==> src/rtl/xl_pkg.sv <==
package xl_pkg;
    typedef enum logic [2:0] {
        ST_IDLE,
        ST_LOOK,
        ST_WREQ,
        ST_WWAIT,
        ST_FAULT
    } xl_state_e;

    localparam logic [1:0] CAUSE_NONE  = 2'd0;
    localparam logic [1:0] CAUSE_FETCH = 2'd1;
    localparam logic [1:0] CAUSE_LOAD  = 2'd2;
    localparam logic [1:0] CAUSE_STORE = 2'd3;

    function automatic logic [1:0] kind_to_cause(input logic [1:0] kind);
        unique case (kind)
            2'd0:    return CAUSE_FETCH;
            2'd1:    return CAUSE_LOAD;
            default: return CAUSE_STORE;
        endcase
    endfunction
endpackage

==> src/rtl/xl_tlb.sv <==
module xl_tlb #(
    parameter int ENTRIES = 8,
    parameter int VPN_W   = 8,
    parameter int PFN_W   = 8
) (
    input  logic             clk,
    input  logic             rst_n,
    input  logic [VPN_W-1:0] lk_vpn,
    output logic             hit,
    output logic [PFN_W-1:0] hit_pfn,
    input  logic             fill_en,
    input  logic [VPN_W-1:0] fill_vpn,
    input  logic [PFN_W-1:0] fill_pfn,
    input  logic             clear
);
    localparam int IDX_W = (ENTRIES > 1) ? $clog2(ENTRIES) : 1;
    localparam logic [IDX_W-1:0] LAST = IDX_W'(ENTRIES - 1);

    logic [ENTRIES-1:0] vld;
    logic [VPN_W-1:0]   tag [ENTRIES];
    logic [PFN_W-1:0]   frm [ENTRIES];
    logic [IDX_W-1:0]   ptr;
    logic [ENTRIES-1:0] match;

    for (genvar g = 0; g < ENTRIES; g++) begin : g_cmp
        assign match[g] = vld[g] && (tag[g] == lk_vpn);
    end

    assign hit = |match;

    always_comb begin
        hit_pfn = '0;
        for (int i = 0; i < ENTRIES; i++) begin
            if (match[i]) hit_pfn = hit_pfn | frm[i];
        end
    end

    always_ff @(posedge clk) begin
        if (!rst_n || clear) begin
            vld <= '0;
            ptr <= '0;
            if (!rst_n) begin
                for (int i = 0; i < ENTRIES; i++) begin
                    tag[i] <= '0;
                    frm[i] <= '0;
                end
            end
        end else if (fill_en) begin
            for (int i = 0; i < ENTRIES; i++) begin
                if (ptr == IDX_W'(i)) begin
                    vld[i] <= 1'b1;
                    tag[i] <= fill_vpn;
                    frm[i] <= fill_pfn;
                end
            end
            ptr <= (ptr == LAST) ? '0 : ptr + 1'b1;
        end
    end
endmodule

==> src/rtl/xl_trap_regs.sv <==
module xl_trap_regs #(
    parameter int              VA_W     = 16,
    parameter logic [VA_W-1:0] HANDLER  = '0,
    parameter logic [VA_W-1:0] RESET_PC = '0
) (
    input  logic            clk,
    input  logic            rst_n,
    input  logic            fault_en,
    input  logic [1:0]      fault_cause,
    input  logic [VA_W-1:0] fault_va,
    input  logic            rfe,
    input  logic            pc_set,
    input  logic [VA_W-1:0] pc_wdata,
    output logic [VA_W-1:0] pc,
    output logic [VA_W-1:0] epc,
    output logic [VA_W-1:0] badva,
    output logic [1:0]      cause
);
    always_ff @(posedge clk) begin
        if (!rst_n) begin
            pc    <= RESET_PC;
            epc   <= '0;
            badva <= '0;
            cause <= xl_pkg::CAUSE_NONE;
        end else if (fault_en) begin
            epc   <= pc;
            badva <= fault_va;
            cause <= fault_cause;
            pc    <= HANDLER;
        end else if (rfe) begin
            pc    <= epc;
            cause <= xl_pkg::CAUSE_NONE;
        end else if (pc_set) begin
            pc    <= pc_wdata;
        end
    end
endmodule

==> src/rtl/xl_translate_unit.sv <==
module xl_translate_unit #(
    parameter int                   VA_W       = 16,
    parameter int                   PAGE_W     = 8,
    parameter int                   PFN_W      = 8,
    parameter int                   ENTRIES    = 8,
    parameter int                   PT_AW      = 16,
    parameter logic [VA_W-1:0]      HANDLER    = 16'h8000,
    parameter logic [VA_W-1:0]      RESET_PC   = '0,
    parameter logic [PT_AW-1:0]     PTBASE_RST = '0
) (
    input  logic                    clk,
    input  logic                    rst_n,
    input  logic                    req_valid,
    input  logic [1:0]              req_kind,
    input  logic [VA_W-1:0]         req_vaddr,
    output logic                    req_ready,
    output logic                    resp_valid,
    output logic [PFN_W+PAGE_W-1:0] resp_paddr,
    output logic                    ptw_req,
    output logic [PT_AW-1:0]        ptw_addr,
    input  logic                    ptw_rvalid,
    input  logic [PFN_W:0]          ptw_rdata,
    input  logic                    ptbase_we,
    input  logic [PT_AW-1:0]        ptbase_wdata,
    input  logic                    flush,
    input  logic                    pc_set,
    input  logic [VA_W-1:0]         pc_wdata,
    input  logic                    rfe,
    output logic [VA_W-1:0]         pc,
    output logic [VA_W-1:0]         epc,
    output logic [VA_W-1:0]         badva,
    output logic [1:0]              cause,
    output logic                    trap
);
    import xl_pkg::*;

    localparam int VPN_W = VA_W - PAGE_W;

    xl_state_e          st, st_nxt;
    logic [VA_W-1:0]    q_va;
    logic [1:0]         q_kind;
    logic [PT_AW-1:0]   ptbase;
    logic               accept, fill_en, fault_en, tlb_hit;
    logic [PFN_W-1:0]   tlb_pfn;
    logic [VPN_W-1:0]   q_vpn;

    assign q_vpn = q_va[VA_W-1:PAGE_W];

    // State register
    always_ff @(posedge clk) begin
        if (!rst_n) st <= ST_IDLE;
        else        st <= st_nxt;
    end

    // Next state and outputs
    always_comb begin
        st_nxt     = st;
        accept     = 1'b0;
        resp_valid = 1'b0;
        ptw_req    = 1'b0;
        fill_en    = 1'b0;
        fault_en   = 1'b0;
        trap       = 1'b0;
        unique case (st)
            ST_IDLE: begin
                if (req_valid) begin
                    accept = 1'b1;
                    st_nxt = ST_LOOK;
                end
            end
            ST_LOOK: begin
                if (tlb_hit) begin
                    resp_valid = 1'b1;
                    st_nxt     = ST_IDLE;
                end else begin
                    st_nxt = ST_WREQ;
                end
            end
            ST_WREQ: begin
                ptw_req = 1'b1;
                st_nxt  = ST_WWAIT;
            end
            ST_WWAIT: begin
                if (ptw_rvalid) begin
                    if (ptw_rdata[PFN_W]) begin
                        fill_en = 1'b1;
                        st_nxt  = ST_LOOK;
                    end else begin
                        fault_en = 1'b1;
                        st_nxt   = ST_FAULT;
                    end
                end
            end
            ST_FAULT: begin
                trap   = 1'b1;
                st_nxt = ST_IDLE;
            end
            default: st_nxt = ST_IDLE;
        endcase
    end

    assign req_ready  = (st == ST_IDLE);
    assign resp_paddr = {tlb_pfn, q_va[PAGE_W-1:0]};
    assign ptw_addr   = ptbase + PT_AW'(q_vpn);

    always_ff @(posedge clk) begin
        if (!rst_n) begin
            q_va   <= '0;
            q_kind <= '0;
            ptbase <= PTBASE_RST;
        end else begin
            if (accept) begin
                q_va   <= req_vaddr;
                q_kind <= req_kind;
            end
            if (ptbase_we) ptbase <= ptbase_wdata;
        end
    end

    xl_tlb #(
        .ENTRIES (ENTRIES),
        .VPN_W   (VPN_W),
        .PFN_W   (PFN_W)
    ) u_tlb (
        .clk      (clk),
        .rst_n    (rst_n),
        .lk_vpn   (q_vpn),
        .hit      (tlb_hit),
        .hit_pfn  (tlb_pfn),
        .fill_en  (fill_en),
        .fill_vpn (q_vpn),
        .fill_pfn (ptw_rdata[PFN_W-1:0]),
        .clear    (flush || ptbase_we)
    );

    xl_trap_regs #(
        .VA_W     (VA_W),
        .HANDLER  (HANDLER),
        .RESET_PC (RESET_PC)
    ) u_trap (
        .clk         (clk),
        .rst_n       (rst_n),
        .fault_en    (fault_en),
        .fault_cause (kind_to_cause(q_kind)),
        .fault_va    (q_va),
        .rfe         (rfe),
        .pc_set      (pc_set),
        .pc_wdata    (pc_wdata),
        .pc          (pc),
        .epc         (epc),
        .badva       (badva),
        .cause       (cause)
    );
endmodule

==> config.mk <==
export PLATFORM = sky130hd
export DESIGN_NAME = xl_translate_unit
export DESIGN_NICKNAME = d
export VERILOG_FILES = /design/src/rtl/xl_pkg.sv /design/src/rtl/xl_tlb.sv /design/src/rtl/xl_trap_regs.sv /design/src/rtl/xl_translate_unit.sv
export SDC_FILE = /design/constraint.sdc
export NUM_CORES = 1
export LEC_CHECK = 0
export BUFFER_PORTS_ARGS = -buffer_cell sky130_fd_sc_hd__buf_4
export CORE_ASPECT_RATIO = 1.2
export CORE_MARGIN = 5
export CORE_UTILIZATION = 40
export CTS_CLUSTER_DIAMETER = 60
export CTS_CLUSTER_SIZE = 30
export DETAILED_ROUTE_END_ITERATION = 8
export GPL_TIMING_DRIVEN = 0
export PLACE_DENSITY_LB_ADDON = 0.12
export SYNTH_ARGS = -nofsm -noshare
export SYNTH_HDL_FRONTEND = slang
export SYNTH_SLANG_ARGS = --single-unit
==> constraint.sdc <==
create_clock -name clk -period 2.6 [get_ports clk]
set_input_delay 0.26 -clock clk [delete_from_list [all_inputs] [get_ports clk]]
set_output_delay 0.26 -clock clk [all_outputs]
set_load 0.05 [all_outputs]
==> flow_summary.json <==
{
  "status": "finished, violations left",
  "failed_checks": "setup timing",
  "firstDrtPassIters": 5,
  "cts-root-buf": "clkbuf_16",
  "p_sw_mw": 2.24,
  "arrival_ps": 2700,
  "n_fill_cell": 2265,
  "rr_worst_depth": 7,
  "pwr-share-comb_pct": 13.8,
  "clk_pin_slew_ps": 80,
  "totalWireLength_um": 29000,
  "crit_fanout": 5,
  "dpl.hpwl_um": 19400,
  "num_vias": 7538,
  "syn_inst": 935,
  "area_delta_synth_final_pct": 31.8,
  "r2r-end": "u_tlb.tag[1][5]",
  "grt_pass1_wl_um": 46300,
  "cts_tree": "yes",
  "p_sw_share_pct": 27.2,
  "cts-buffers-inserted": 19,
  "worstSetupPathType": "register to output port",
  "min_to": "ptbase[7]",
  "dieHeight_um": 187,
  "synth_edf_count": 128,
  "skew_ps": 24.8,
  "start_util_pct": 40.8,
  "leakagePower_nw": 5.66,
  "period_share_pct": 114,
  "slowest_delay_ps": 360,
  "place_ws_ps": -570,
  "multi_input_area_mm2": 0.00462,
  "syn-num-nets": 1017,
  "min_path_cells": 3,
  "drc": 0,
  "r2r_start": "st[1]",
  "internal_power_mw": 6.00,
  "wl_per_cell_um": 19.4,
  "vdd_drop_max_v": 0.000434,
  "power_density_mw_per_mm2": 597,
  "synth_largest_area_cell": "edfxtp_1",
  "diodes": 0,
  "finalSetupViolations": 20,
  "rsz0062_at_grt": "yes",
  "reg2reg_slack_ps": 310,
  "critical_path_required_ps": 2340,
  "setup-tns-final_ps": -4660,
  "finalPower_mw": 8.23,
  "synthDistinctLibCells": 54,
  "worst_path_most_repeated_cell": "buf_8",
  "synth_top_cell_area_share_pct": 36.7,
  "start_kind": "register",
  "synth_seq_cells": 226,
  "fmax_mhz": 338,
  "synth.top_cells.by_area": "edfxtp_1 37%, dfxtp_1 19%, xnor2_1 5.5%, nand2_1 4.4%, and2_1 4.2%",
  "grt_max_degree": 23,
  "cts_sinks": 226,
  "dieWidth_um": 158,
  "min_from": "ptbase_wdata[7]",
  "clockBufferDepth": 3,
  "layout-drive-gt1-share_pct": 30.3,
  "htree_levels": 1,
  "coreArea_mm2": 0.0256,
  "slew_viol_final": 0,
  "crit_buf_inv": 4,
  "grt_remaining_overflow": 0,
  "power.share.clock_pct": 37.8,
  "ys.flop_type": "edfxtp_1",
  "dpl_cell_area_mm2": 0.0121,
  "cap_violations": 0,
  "async_flop_share_pct": 0,
  "die_area_mm2": 0.0295,
  "nets": 1239,
  "grt_pass1_vias": 8253,
  "synth-seq-area-share_pct": 55.5,
  "crit_slowest_cell": "dfxtp_2",
  "maxSlewHeadroom_pct": 38.4,
  "insertion_delay_ps": 510,
  "rows": 64,
  "fin_ws_ps": -362,
  "grt_use_total_pct": 19.9,
  "min_period_ps": 2960,
  "gp_congestion": 0.777,
  "hold_viol_final": 0,
  "yosys_warnings": 0,
  "detail-route-antenna-nets": 0,
  "viasPerCell": 5.03,
  "finish.instance_area_mm2": 0.0138,
  "drtIter0Drc": 332,
  "io_buffers": 149,
  "avgSynthCellArea_um2": 11.2,
  "ios": 153,
  "seqPwrFrac_pct": 48.5,
  "crit_family": "compound AO/OA/AOI/OAI gates",
  "antenna_found_initial": 0,
  "worst_pin_slew_ps": 922,
  "crit_chain": "buf_8 -> clkbuf_16 -> inv_4 -> fa_2 -> nor2b_2 -> o21ai_2 -> a21boi_2 -> o21ai_4 -> a211oi_4 -> xor2_4 -> buf_8",
  "synth_area_mm2": 0.0105,
  "worst_hold_path_type": "input pin to register",
  "regArea_mm2": 0.00582,
  "endpoint_kind": "output port",
  "final_util_pct": 53.8
}
## worst reg2reg max path, delay by kind of cell (launching register included)
kind	cells	cell delay, ps
simple gates	5	1270
flops	1	310
buf+inv	2	360
## logic make-up after synthesis
family / share of synthesized area, %
AND/OR/NAND/NOR: 18.9
adder cells (fa/ha/maj): 1.87
AO/OA/AOI/OAI: 9.07
multiplexers: 3.17
flip-flops: 55.5
XOR/XNOR: 6.59
buffers and inverters: 4.87
## worst max-delay path by stage
stage                          from  slack (ps)                to  depth (start not counted)
after global placement    ptbase_we        -620  u_tlb.tag[0][25]                          5
after global routing        q_va[9]        -510      ptw_addr[12]                         11
after CTS                   q_va[9]        -420      ptw_addr[14]                         11
final                       q_va[9]        -360      ptw_addr[12]                         11
after floorplan             q_va[9]          10      ptw_addr[10]                         10
after detailed placement  ptbase_we        -570  u_tlb.tag[0][24]                          5
## sequential cells by signal, summed over array words and instances (netlist names), 8 cells and up
register	cells
ptbase	16
q_va	16
u_tlb.frm	64
u_tlb.tag	64
u_tlb.vld	8
u_trap.badva	16
u_trap.epc	16
u_trap.pc	16
## area by class of cell
class | count | area share [%]
Timing Repair Buffer | 202 | 12.4
Clock inverter | 12 | 1.15
Inverter | 13 | 0.372
Multi-Input combinational cell | 625 | 33.5
Tap cell | 330 | 2.99
Clock buffer | 22 | 3.76
Sequential cell | 226 | 42.2
Buffer | 70 | 3.61
## cell usage after synthesis, types with 3 or more instances
cell type  instances
edfxtp_1         128
nor3_4             3
xnor2_1           66
nor3_1             3
clkbuf_1          22
a21boi_0          52
nand2b_1           6
inv_1             13
nand2_1          122
o21ai_0            7
ha_1              14
mux2i_1           32
a221oi_1           8
a21oi_1           23
clkbuf_2           4
a211oi_1           4
nand4_1            8
xor2_1             9
dfxtp_1           98
and2_1            71
a22oi_1           16
nor3_2             4
buf_2             13
a22o_1             8
nor3b_1            3
nor2b_1           19
and3_1            54
buf_1              4
nand3_1           18
a21o_1             7
buf_6             16
buf_4             11
nor2_1            41
## what timing repair did
action	in CTS	in global routing
pin swaps	54	26
hold buffers	7	0
setup buffers	42	7
setup endpoints to repair	100	85
endpoints found under the hold margin	7	0
gates resized for setup	83	22
## through the flow
| stage | cells | hold WS [ps] |
|---|---|---|
| detailed placement | 1414 | 444 |
| global route | 1500 | 6.44 |
| floorplan | 935 | 405 |
| finish | 1500 | 10.8 |
| global placement | 1414 | 436 |
| CTS | 1495 | 0.0157 |
## cell usage in the layout, fill, tap and decap left out, types with 8 or more instances in the layout
cell type,Yosys,layout
ha_1,14,12
a21boi_0,52,51
mux2i_1,32,32
and2_1,71,71
inv_1,13,11
and3_1,54,54
dfxtp_1,98,93
a22o_1,8,8
buf_6,16,31
nand2_1,122,121
edfxtp_1,128,128
nand3_1,18,16
clkbuf_16,0,21
a21oi_1,23,20
buf_2,13,13
a221oi_2,0,8
nor2_1,41,40
nor2b_1,19,17
a22oi_1,16,16
nand4_1,8,8
xnor2_2,0,12
buf_4,11,176
xnor2_1,66,53
buf_12,0,8
clkbuf_1,22,22
## power groups by stage
stage	clock network [mW]	registers [mW]	logic (mW)
6_report	3.11	3.99	1.13
5_1_grt	3.31	4.01	1.22
4_1_cts	3.17	3.99	1.13
3_5_place_dp	0	4.07	1.03
3_3_place_gp	0	4.07	1.02
2_1_floorplan	0	4.08	0.661
## per-layer routing
metal | routed length (um) | vias up | GRT usage [%] | part of all wire, %
li1 | - | 3686 | - | -
met1 | 12000 | 3625 | 24.9 | 41
met2 | 14600 | 187 | 34.6 | 50
met3 | 1880 | 40 | 4.56 | 6.5
met4 | 641 | 0 | 4.80 | 2.2
met5 | 0 | - | 0 | 0
Power figures use the tool's default switching activity.
